==> src/rtl/hub_pwr_pkg.sv <==
// Package: shared types for the hub port power controller.
// Assumes: one command record per port, built fresh every cycle by the router.
package hub_pwr_pkg;

    // Per-port command seen by a port slot in one cycle
    typedef struct packed {
        logic enable;   // port is part of the active build
        logic oc_hit;   // filtered overcurrent routed to this port
        logic off_req;  // power-off command routed to this port
        logic on_req;   // power-on command routed to this port
    } slot_cmd_t;

endpackage

==> src/rtl/hub_oc_filter.sv <==
// Module: hub_oc_filter
// Synchronizes one raw active-low overcurrent pin and declares a fault
// once the pin has been low for FILT_CYCLES consecutive samples.
// Assumes: SYNC_STAGES >= 2, FILT_CYCLES >= 1; det_o holds while the count
// is saturated and drops once a high sample reaches the counter.
module hub_oc_filter #(
    parameter int FILT_CYCLES = 16,
    parameter int SYNC_STAGES = 2
) (
    input  logic clk,
    input  logic rst_n,
    input  logic oc_n_i,
    output logic det_o
);
    localparam int CW = $clog2(FILT_CYCLES + 1);
    localparam logic [CW-1:0] LIMIT = CW'(FILT_CYCLES);

    logic [SYNC_STAGES-1:0] sync_q;
    logic [CW-1:0]          run_q;
    logic                   sync_low;

    // Bring the asynchronous pin into the clock domain, idle level high
    always_ff @(posedge clk) begin
        if (!rst_n) sync_q <= '1;
        else        sync_q <= {sync_q[SYNC_STAGES-2:0], oc_n_i};
    end

    assign sync_low = !sync_q[SYNC_STAGES-1];

    // Count consecutive low samples, saturate at the limit, clear on high
    always_ff @(posedge clk) begin
        if (!rst_n)                run_q <= '0;
        else if (!sync_low)        run_q <= '0;
        else if (run_q != LIMIT)   run_q <= run_q + 1'b1;
    end

    assign det_o = (run_q == LIMIT);

    // a detection can only begin right after a low sample
    p_trip_after_low_r3: assert property (@(posedge clk) disable iff (!rst_n)
        $rose(det_o) |-> $past(sync_low));

    // a high sample always removes the detection on the next cycle
    p_high_restarts_r3: assert property (@(posedge clk) disable iff (!rst_n)
        !sync_low |=> !det_o);

endmodule

==> src/rtl/hub_pwr_route.sv <==
// Module: hub_pwr_route
// Combinational routing of host requests and filtered overcurrents to the
// port slots according to the gang and port-count straps.
// Assumes: straps are static outside reset; the last port is the one
// dropped in the reduced build.
module hub_pwr_route
    import hub_pwr_pkg::*;
#(
    parameter int NUM_PORTS = 3
) (
    input  logic                  gang_mode_i,
    input  logic                  two_port_i,
    input  logic [NUM_PORTS-1:0]  on_req_i,
    input  logic [NUM_PORTS-1:0]  off_req_i,
    input  logic [NUM_PORTS-1:0]  det_i,
    output slot_cmd_t [NUM_PORTS-1:0] cmd_o
);
    logic [NUM_PORTS-1:0] active;
    logic                 any_on, any_off, any_det;

    // Work out which ports exist in this build
    for (genvar i = 0; i < NUM_PORTS; i++) begin : g_active
        if (i < NUM_PORTS - 1) begin : g_fixed
            assign active[i] = 1'b1;
        end else begin : g_strap
            assign active[i] = !two_port_i;
        end
    end

    // Ganged sources, only from active ports
    always_comb begin
        any_on  = |(on_req_i  & active);
        any_off = |(off_req_i & active);
        any_det = |(det_i     & active);
    end

    // Per-port command: shared sources in ganged mode, own sources otherwise
    for (genvar i = 0; i < NUM_PORTS; i++) begin : g_cmd
        always_comb begin
            cmd_o[i].enable  = active[i];
            cmd_o[i].on_req  = active[i] & (gang_mode_i ? any_on  : on_req_i[i]);
            cmd_o[i].off_req = active[i] & (gang_mode_i ? any_off : off_req_i[i]);
            cmd_o[i].oc_hit  = active[i] & (gang_mode_i ? any_det : det_i[i]);
        end
    end

endmodule

==> src/rtl/hub_port_slot.sv <==
// Module: hub_port_slot
// State of one downstream port: powered flag and latched fault flag.
// Priority: disabled port > overcurrent > power-off > power-on.
// Assumes: commands arrive already gated by the router.
module hub_port_slot
    import hub_pwr_pkg::*;
(
    input  logic      clk,
    input  logic      rst_n,
    input  slot_cmd_t cmd_i,
    output logic      pwr_en_n_o,
    output logic      fault_o
);
    logic powered_q, fault_q;

    // Update power and fault state from the routed command
    always_ff @(posedge clk) begin
        if (!rst_n) begin
            powered_q <= 1'b0;
            fault_q   <= 1'b0;
        end else if (!cmd_i.enable) begin
            powered_q <= 1'b0;
            fault_q   <= 1'b0;
        end else if (cmd_i.oc_hit) begin
            powered_q <= 1'b0;
            fault_q   <= 1'b1;
        end else if (cmd_i.off_req) begin
            powered_q <= 1'b0;
        end else if (cmd_i.on_req) begin
            powered_q <= 1'b1;
            fault_q   <= 1'b0;
        end
    end

    assign pwr_en_n_o = !powered_q;
    assign fault_o    = fault_q;

    // a faulted port is never powered
    p_fault_unpowered_r7: assert property (@(posedge clk) disable iff (!rst_n)
        fault_o |-> pwr_en_n_o);

    // a routed overcurrent removes power and sets the flag
    p_oc_trips_r4: assert property (@(posedge clk) disable iff (!rst_n)
        (cmd_i.enable && cmd_i.oc_hit) |=> (fault_o && pwr_en_n_o));

    // an off command beats a same-cycle on command
    p_off_wins_r2: assert property (@(posedge clk) disable iff (!rst_n)
        (cmd_i.enable && !cmd_i.oc_hit && cmd_i.off_req) |=> pwr_en_n_o);

    // a port outside the build stays off and clean
    p_disabled_idle_r8: assert property (@(posedge clk) disable iff (!rst_n)
        !cmd_i.enable |=> (pwr_en_n_o && !fault_o));

endmodule

==> src/rtl/hub_port_pwr_ctrl.sv <==
// Module: hub_port_pwr_ctrl (top)
// Downstream port power controller: one overcurrent filter per port, a
// strap-driven router, and one state slot per port.
// Assumes: straps change only during reset; requests are one-cycle pulses.
module hub_port_pwr_ctrl
    import hub_pwr_pkg::*;
#(
    parameter int NUM_PORTS   = 3,
    parameter int FILT_CYCLES = 16,
    parameter int SYNC_STAGES = 2
) (
    input  logic                 clk,
    input  logic                 rst_n,
    input  logic                 gang_mode_i,
    input  logic                 two_port_i,
    input  logic [NUM_PORTS-1:0] pwr_on_req_i,
    input  logic [NUM_PORTS-1:0] pwr_off_req_i,
    input  logic [NUM_PORTS-1:0] oc_n_i,
    output logic [NUM_PORTS-1:0] pwr_en_n_o,
    output logic [NUM_PORTS-1:0] fault_o
);
    logic [NUM_PORTS-1:0]      det;
    slot_cmd_t [NUM_PORTS-1:0] cmd;

    // One glitch filter per overcurrent pin
    for (genvar i = 0; i < NUM_PORTS; i++) begin : g_filt
        hub_oc_filter #(
            .FILT_CYCLES (FILT_CYCLES),
            .SYNC_STAGES (SYNC_STAGES)
        ) filt_i (
            .clk    (clk),
            .rst_n  (rst_n),
            .oc_n_i (oc_n_i[i]),
            .det_o  (det[i])
        );
    end

    hub_pwr_route #(
        .NUM_PORTS (NUM_PORTS)
    ) route_i (
        .gang_mode_i (gang_mode_i),
        .two_port_i  (two_port_i),
        .on_req_i    (pwr_on_req_i),
        .off_req_i   (pwr_off_req_i),
        .det_i       (det),
        .cmd_o       (cmd)
    );

    // One state slot per port
    for (genvar i = 0; i < NUM_PORTS; i++) begin : g_slot
        hub_port_slot slot_i (
            .clk        (clk),
            .rst_n      (rst_n),
            .cmd_i      (cmd[i]),
            .pwr_en_n_o (pwr_en_n_o[i]),
            .fault_o    (fault_o[i])
        );
    end

    // in ganged mode every active port matches port 1
    for (genvar i = 1; i < NUM_PORTS; i++) begin : g_gang_chk
        p_gang_equal_r6: assert property (@(posedge clk) disable iff (!rst_n)
            (gang_mode_i && (!two_port_i || (i < NUM_PORTS - 1)))
                |-> (pwr_en_n_o[i] == pwr_en_n_o[0] && fault_o[i] == fault_o[0]));
    end

    // the dropped port of a reduced build stays off
    p_unused_port_off_r8: assert property (@(posedge clk) disable iff (!rst_n)
        (two_port_i && $past(two_port_i)) |-> (pwr_en_n_o[NUM_PORTS-1] && !fault_o[NUM_PORTS-1]));

endmodule

==> config.mk <==
export PLATFORM = sky130hd
export DESIGN_NAME = hub_port_pwr_ctrl
export DESIGN_NICKNAME = d
export VERILOG_FILES = /design/src/rtl/hub_pwr_pkg.sv /design/src/rtl/hub_oc_filter.sv /design/src/rtl/hub_pwr_route.sv /design/src/rtl/hub_port_slot.sv /design/src/rtl/hub_port_pwr_ctrl.sv
export SDC_FILE = /design/constraint.sdc
export NUM_CORES = 1
export LEC_CHECK = 0
export ABC_AREA = 1
export CORE_UTILIZATION = 56
export CTS_CLUSTER_SIZE = 12
export DETAILED_ROUTE_END_ITERATION = 10
export PLACE_DENSITY = 0.82
export SLEW_MARGIN = 40
export SYNTH_ARGS = -nofsm -noshare
export SYNTH_HDL_FRONTEND = slang
export SYNTH_SLANG_ARGS = --single-unit
==> constraint.sdc <==
create_clock -name clk -period 2.12 [get_ports clk]
set_input_delay 0.53 -clock clk [delete_from_list [all_inputs] [get_ports clk]]
set_output_delay 0.53 -clock clk [all_outputs]
set_load 0.01 [all_outputs]
[After elaboration in Yosys (flattened, before gate mapping)]
Cells that the tools add are included.
Storage, ports and cells
  bits in registers: 27
  input bits: 13
  word-level logic and storage cells: 69
Operators by class
  add/sub/neg operators: 3
  eq/ne operators: 9
  muxes and demuxes: 18
  bitwise logic cells: 7
  reduce and logical (&&, ||, !) cells: 20
Operators by type and width (count)
  2-to-1 mux 1 bit: 18
  adder 5 x 1 -> 5 bit (second input constant): 3
  == test 5 bit (second input constant): 3
  inequality test 5 bit (second input constant): 3
  OR reduction 3 bit: 5
  bitwise AND 3 bit: 3
  OR reduction 2 bit: 4
  inequality test 2 x 1 -> 1 bit (second input constant): 3
  AND reduction 2 bit: 3
  nonzero test 2 bit: 3
  logical NOT 1 bit: 4
  OR reduction 4 bit: 1
  bitwise AND 1 bit: 3
  NOT 1 bit: 1

[Depth between registers and ports, before layout]
Gate-level depths: netlist (run 1).
  depth in word-level cells: 8
  gate-level depth with buffers: 10

[Hierarchy]
A second synthesis (run 1) with hierarchy kept.
Unflattened totals
  cell total of the unflattened synthesis: 201
  area total of the unflattened synthesis: 1402.6 sq um
Modules (own cells, without submodules)
  hub_oc_filter: instances 3, cells each 42, area each 332.8 sq um
  hub_port_slot: instances 3, cells each 12, area each 80.1 sq um
  hub_pwr_route: instances 1, cells each 39, area each 163.9 sq um

[Worst setup path before layout (run 1)]
No wires, ideal clock.
  path kind: input-to-reg
  start: in gang_mode_i
  end: reg g_slot[1].slot_i.fault_q
  arrival: 1113 ps
  data required time: 2008 ps
  slack: 895 ps
  stages on the path: 8
  path through: buf_6 -> inv_2 -> nor2_2 -> nand3_2 -> o21ai_0 -> nand2_1 -> nor2_1 -> nor2_1
Between the ends
  cells in the longest elaborated chain, start to end: 3
RTL lines
  from (decl): line hub_port_pwr_ctrl.sv:14  | input logic gang_mode_i,
  2-to-1 mux 1 bit, on equally long branches: line hub_pwr_route.sv:42, hub_pwr_route.sv:41, hub_pwr_route.sv:43
  inequality test 2 x 1 -> 1 bit (no line) or nonzero test 2 bit (tied branches)
  AND reduction 2 bit (no line)
  to (signal assigned): line hub_port_slot.sv:20  | fault_q <= 1'b0;
  to (signal assigned): line hub_port_slot.sv:23  | fault_q <= 1'b0;
  to (signal assigned): line hub_port_slot.sv:26  | fault_q <= 1'b1;
  to (decl): line hub_port_slot.sv:14  | logic powered_q, fault_q;
Parallel ways exist; a longest one is shown, timed or not.
A chain may end at the register's enable or synchronous reset.

[Final worst setup path (run 1)]
  start: reg g_slot[1].slot_i.powered_q
  end: out pwr_en_n_o[1]
Between the ends
  cells in the longest elaborated chain, start to end: 1
RTL lines
  from (decl): line hub_port_slot.sv:14
  from (signal assigned): line hub_port_slot.sv:19  | powered_q <= 1'b0;
  from (signal assigned): line hub_port_slot.sv:22  | powered_q <= 1'b0;
  from (signal assigned): line hub_port_slot.sv:25  | powered_q <= 1'b0;
  logical NOT 1 bit: line hub_port_slot.sv:35  | assign pwr_en_n_o = !powered_q;
  to (decl): line hub_port_pwr_ctrl.sv:19  | output logic [NUM_PORTS-1:0] pwr_en_n_o,
No other way between the ends.

==> results.cfg, run 1 <==
[routing]
firstDrtPassIters = 4
wl_per_cell_um = 11.3
num_vias = 1025
wirelength_um = 2340
postRouteAntennaNets = 0
routed_via_density = 4.93
drc = 0
drt_iter0_markers = 16

[grt]
antenna_found_initial = 0
grt_pass1_vias = 1012
grt_first_pass_wirelength_um = 4050
grt_remaining_overflow = 0
grt_max_degree = 16
grt_usage_pct = 21.4

[hold_path]
hp-class = flip-flop to flip-flop
hp-start = g_filt[0].filt_i.sync_q[0]

[floorplanning]
start_util_pct = 62.4
die_x_um = 49.7
core_area_mm2 = 0.00204
rows = 16
die-area_mm2 = 0.00247
ios = 19
fp.dieH_um = 49.7

[synthesis]
synth_seq_cells = 27
syn_area_per_cell_um2 = 7.68
synth_area_mm2 = 0.00127
ys_types = 24
ys_warn_count = 0
ys_seq_area_share_pct = 42.4
syn_inst = 166
synthesis.nets = 185

[setup_path]
crit_slowest_cell = clkdlybuf4s50_1
cp_max_fo = 2
crit_chain = inv_1, clkdlybuf4s50_1
crit_family = buffers and inverters
end_kind = primary output
critical_path_required_ns = 1.59
r2r-start = g_filt[0].filt_i.run_q[0]
critPathBufInv = 2
reg2reg_to = g_slot[1].slot_i.fault_o
critPathKind = flip-flop to primary output
crit_path_start_kind = flip-flop
crit_start = g_slot[1].slot_i.powered_q
worstSetupEndpoint = pwr_en_n_o[1]
worstSetupPathDepth = 2
critical-path-max-stage-delay_ns = 0.55
cp_data_arrival_time_ns = 1.29
reg2regPathDepth = 10
r2r_setup_slack_ns = 0.69

[clock_network]
cts_buffers = 3
cts_resized = 0
clkTransAtPathRegs_ns = 0.14
insertion_delay_ns = 0.32
post_cts_buffers = 0
root_buffer = clkbuf_4
htree_num_levels = 1
cts_hold_buf = 0
cts_buffer_depth = 2
cts.sinks = 27
cts_tree = built

[sta]
tns_ns = 0
hold_viol_final = 0
fmax_mhz = 549
clock-skew-final_ns = 0.00348
worst_pin_slew_ns = 0.336
finalCriticalPeriod_ns = 1.82
slew_viol_final = 0
slew_headroom_pct = 77.5
finalCritPeriodShare_pct = 85.9
finalSetupViolations = 0
rsz0062_at_grt = no

[power_and_ir_drop]
ir_worst_vdd_mv = 0.522
power_mw = 0.821
p_per_area_mw_per_mm2 = 562
leakage_nw = 0.639

[final_layout]
num-fill-cells = 185
fin_nets = 201
antenna_cells = 0
drive_gt1_share_pct = 9.94
synthToLayoutAreaGrowth_pct = 14.5

[placed_design]
dpl.hpwl_um = 1790
gp_congestion = 0.878
io_buffers = 18

[flow_run]
maxCapViolCount = 0

[outcome]
status = complete, no violations
[kinds of logic after synthesis]
family / synth area share [%]
compound gates: 8.24
buf+inv: 12.4
fa+ha+maj: 5.89
flops: 42.4
simple gates: 24.9
xor+xnor: 6.18
[synthesized netlist by cell type]
cell | number | area share [%]
inv_2 | 2 | 0.59
buf_4 | 6 | 3.5
o22ai_1 | 1 | 0.49
o21ai_0 | 7 | 2.7
a21oi_1 | 6 | 2.4
nor2_1 | 24 | 7.1
nor2_2 | 1 | 0.49
a211oi_1 | 2 | 1.2
nand4_1 | 1 | 0.49
xnor2_1 | 3 | 2.1
or2_4 | 1 | 0.69
or2_2 | 6 | 2.9
inv_1 | 25 | 7.4
dfxtp_1 | 27 | 42
ha_1 | 6 | 5.9
nand2_1 | 23 | 6.8
nand3_2 | 1 | 0.79
nor3_1 | 3 | 1.2
xor2_1 | 6 | 4.1
nand3_1 | 9 | 3.5
a21oi_2 | 1 | 0.69
o21ai_1 | 2 | 0.79
nand2_2 | 2 | 0.98
buf_6 | 1 | 0.88
[registers in the layout (all words and copies together) (netlist names)]
signal and count:
g_filt.filt_i.run_q 15, g_slot.slot_i.fault_o 3, g_filt.filt_i.sync_q 6, g_slot.slot_i.powered_q 3
[area by class of cell]
type                    instances  area [um^2]  area share [%]
inverters                      27          101            6.94
well taps                      27         33.8            2.31
repair buffers                 18          180            12.3
flip-flops and latches         27          541            37.0
clock inverters                 1         5.00           0.343
multi-input cells             105          577            39.5
clock buffers                   3         22.5            1.54
[worst min path at each step]
stage	slack, ns	cells after the start	end
after global placement	0.40	1	g_filt[2].filt_i.sync_q[1]
after detailed placement	0.40	1	g_filt[0].filt_i.sync_q[1]
final	0.43	1	g_filt[0].filt_i.sync_q[1]
after CTS	0.43	1	g_filt[0].filt_i.sync_q[1]
after floorplan	0.39	1	g_filt[0].filt_i.sync_q[1]
after global routing	0.44	1	g_filt[0].filt_i.sync_q[1]
[power breakdown]
| group | internal [mW] | switching [mW] | total, mW |
|---|---|---|---|
| Clock | 0.0707 | 0.148 | 0.218 |
| Sequential | 0.518 | 0.00483 | 0.522 |
| Combinational | 0.0418 | 0.0388 | 0.0806 |
| Total | 0.630 | 0.191 | 0.821 |
[placed cells by master, fill, tap and decap left out]
cell and instances:
inv_1 25, nand2_1 23, o21ai_0 7, xnor2_1 3
xor2_1 6, nor2_2 1, clkinv_2 1, nand2_2 2
or2_4 1, clkdlybuf4s50_1 18, inv_2 2, nor3_1 3
ha_1 6, a211oi_1 2, o21ai_1 2, dfxtp_1 27
a21oi_2 1, nor2_1 24, a21oi_1 6, nand3_1 9
or2_2 6, o22ai_1 1, clkbuf_4 3, nand4_1 1
nand3_2 1
[per-stage QoR]
step | instance area [um^2] | setup WS [ns] | hold slack, ns | utilization (%) | cells
floorplan | 1270 | 0.895 | 0.393 | - | 166
global placement | 1430 | 0.267 | 0.396 | 70.2 | 204
detailed placement | 1430 | 0.157 | 0.398 | 70.2 | 204
CTS | 1460 | 0.291 | 0.431 | 71.5 | 208
global route | 1460 | 0.248 | 0.445 | 71.5 | 208
finish | 1460 | 0.298 | 0.430 | 71.5 | 208
[layer usage]
layer	part of all wire [%]	vias up	global-route usage (%)
met1	46	465	25.0
met3	3.2	2	4.63
met4	0.64	0	7.14
li1	-	538	-
met2	50	20	38.3
met5	0	-	0
No activity file was read; power rests on OpenSTA's default activity.
==> inputs of run 2 (changes only) <==
--- a/config.mk
+++ b/config.mk
@@ -10,6 +10,7 @@
 export CTS_CLUSTER_SIZE = 12
 export DETAILED_ROUTE_END_ITERATION = 10
 export PLACE_DENSITY = 0.82
+export REMOVE_ABC_BUFFERS = 1
 export SLEW_MARGIN = 40
 export SYNTH_ARGS = -nofsm -noshare
 export SYNTH_HDL_FRONTEND = slang
==> run 2 against run 1 <==
Effect of this change: power fell by 1.8%; worst setup slack improved by 0.068 ns; final area barely moved; first-iteration DRC count rose by 31%; global-route usage down 2.3 points; critical path type unchanged; critical endpoint unchanged.
==> results.cfg, run 2 (synthesized netlist as in run 1, its figures left out) <==
[outcome]
status = complete, no violations

[clock_network]
htree_num_levels = 1
cts_hold_buf = 0
cts_buffers = 3
insertion_delay_ns = 0.31
root_buffer = clkbuf_4
cts_buffer_depth = 2
clkTransAtPathRegs_ns = 0.13
post_cts_buffers = 0
cts_resized = 0
cts.sinks = 27
cts_tree = built

[hold_path]
hold_depth = 1
hp-start = g_filt[1].filt_i.sync_q[0]
min_to = g_filt[1].filt_i.sync_q[1]
hp-class = flip-flop to flip-flop

[power_and_ir_drop]
ir_worst_vdd_mv = 0.506
clockPowerShare_pct = 25.6
p_per_area_mw_per_mm2 = 553
switching_share_pct = 21.5
p_comb_share_pct = 9.7
switching_power_mw = 0.174
power.internal_mw = 0.632
seqPwrFrac_pct = 64.7
leakage_nw = 0.636

[final_layout]
antenna_cells = 0
synthToLayoutAreaGrowth_pct = 14.4
largest_registers = g_filt.filt_i.run_q (15), g_filt.filt_i.sync_q (6)
multi_input_area_um2 = 577
mostFrequentLayoutCell = dfxtp_1
final-seq-area_um2 = 541
final_cell_mix = dfxtp_1, inv_1, nor2_1, nand2_1, clkdlybuf4s50_1
drive_gt1_share_pct = 9.39
largest_register_ffs = 15
regMostFlops = g_filt.filt_i.run_q
num-fill-cells = 168
fin_nets = 201

[setup_path]
crit_path_start_kind = flip-flop
cp_max_fo = 2
cp_data_arrival_time_ns = 1.22
crit_start = g_slot[1].slot_i.powered_q
critPathBufInv = 2
critPathKind = flip-flop to primary output
crit_chain = inv_1, clkdlybuf4s50_1
r2r-start = g_filt[1].filt_i.run_q[0]
crit_slowest_cell = clkdlybuf4s50_1
reg2regPathDepth = 10
reg2reg_to = g_slot[1].slot_i.fault_o
r2r_setup_slack_ns = 0.75
crit_family = buffers and inverters
critical-path-max-stage-delay_ns = 0.53
end_kind = primary output
critical_path_required_ns = 1.59

[floorplanning]
fp.dieH_um = 49.7
die_x_um = 49.7
rows = 16
ios = 19
start_util_pct = 62.4
core_area_mm2 = 0.00204
die-area_mm2 = 0.00247

[placed_design]
pre_cts_slack_ns = 0.175
gp_congestion = 0.779
io_buffers = 18
dpl.hpwl_um = 1690

[grt]
grt_remaining_overflow = 0
grt_usage_pct = 19.1
grt_max_degree = 15
grt_pass1_vias = 969
antenna_found_initial = 0
grt_first_pass_wirelength_um = 3690

[routing]
firstDrtPassIters = 4
drc = 0
wl_per_cell_um = 9.80
routed_via_density = 4.86
drt_iter0_markers = 21
num_vias = 1011
postRouteAntennaNets = 0
wirelength_um = 2040

[sta]
tns_ns = 0
finalCriticalPeriod_ns = 1.75
hold_viol_final = 0
layout_setup_ws_ns = 0.367
worst_pin_slew_ns = 0.321
slew_viol_final = 0
clock-skew-final_ns = 0.00277
finalSetupViolations = 0
slew_headroom_pct = 78.6
finalCritPeriodShare_pct = 82.7
rsz0062_at_grt = no
fmax_mhz = 570

[flow_run]
maxCapViolCount = 0
## run 2: cell count changes in the layout (fill, tap and decap cells not counted), sizes merged
| cell | delta |
|---|---|
| clkbuf | +1 |
| clkinv | -1 |
## run 2: area by class of cell
| type | count | share of cell area [%] |
|---|---|---|
| inverters | 27 | 6.95 |
| well taps | 27 | 2.32 |
| clock buffers | 4 | 1.80 |
| flip-flops and latches | 27 | 37.0 |
| multi-input cells | 105 | 39.5 |
| repair buffers | 18 | 12.3 |
## run 2: routing by layer
| layer | part of all wire, % | track usage [%] |
|---|---|---|
| met1 | 50 | 24.0 |
| met2 | 46 | 32.7 |
| met3 | 3.3 | 3.70 |
| met4 | 0.93 | 5.71 |
| met5 | 0 | 0 |
## run 2: metrics by stage
step / cell area [um^2] / std cells / utilization [%] / power (mW) / hold slack, ns
3_3_place_gp: 1430 / 204 / 70.2 / 0.608 / 0.394
6_report: 1460 / 208 / 71.4 / 0.806 / 0.428
5_1_grt: 1460 / 208 / 71.4 / 0.843 / 0.439
3_5_place_dp: 1430 / 204 / 70.2 / 0.611 / 0.401
4_1_cts: 1460 / 208 / 71.4 / 0.815 / 0.431
2_1_floorplan: 1220 / 159 / - / 0.571 / 0.393
## run 2: power by group through the flow
stage / clock, mW / combinational, mW / sequential (mW)
final: 0.206 / 0.0784 / 0.522
after global routing: 0.232 / 0.0877 / 0.523
after detailed placement: 0 / 0.0784 / 0.533
after global placement: 0 / 0.0757 / 0.533
after floorplan: 0 / 0.0387 / 0.532
after CTS: 0.215 / 0.0788 / 0.522
## run 2: worst max path at each step
stage / endpoint / cells after the start
after floorplan: g_slot[1].slot_i.fault_o / 10
after detailed placement: g_slot[1].slot_i.fault_o / 8
after global placement: g_slot[1].slot_i.fault_o / 8
after global routing: pwr_en_n_o[2] / 2
final: pwr_en_n_o[1] / 2
after CTS: pwr_en_n_o[1] / 2
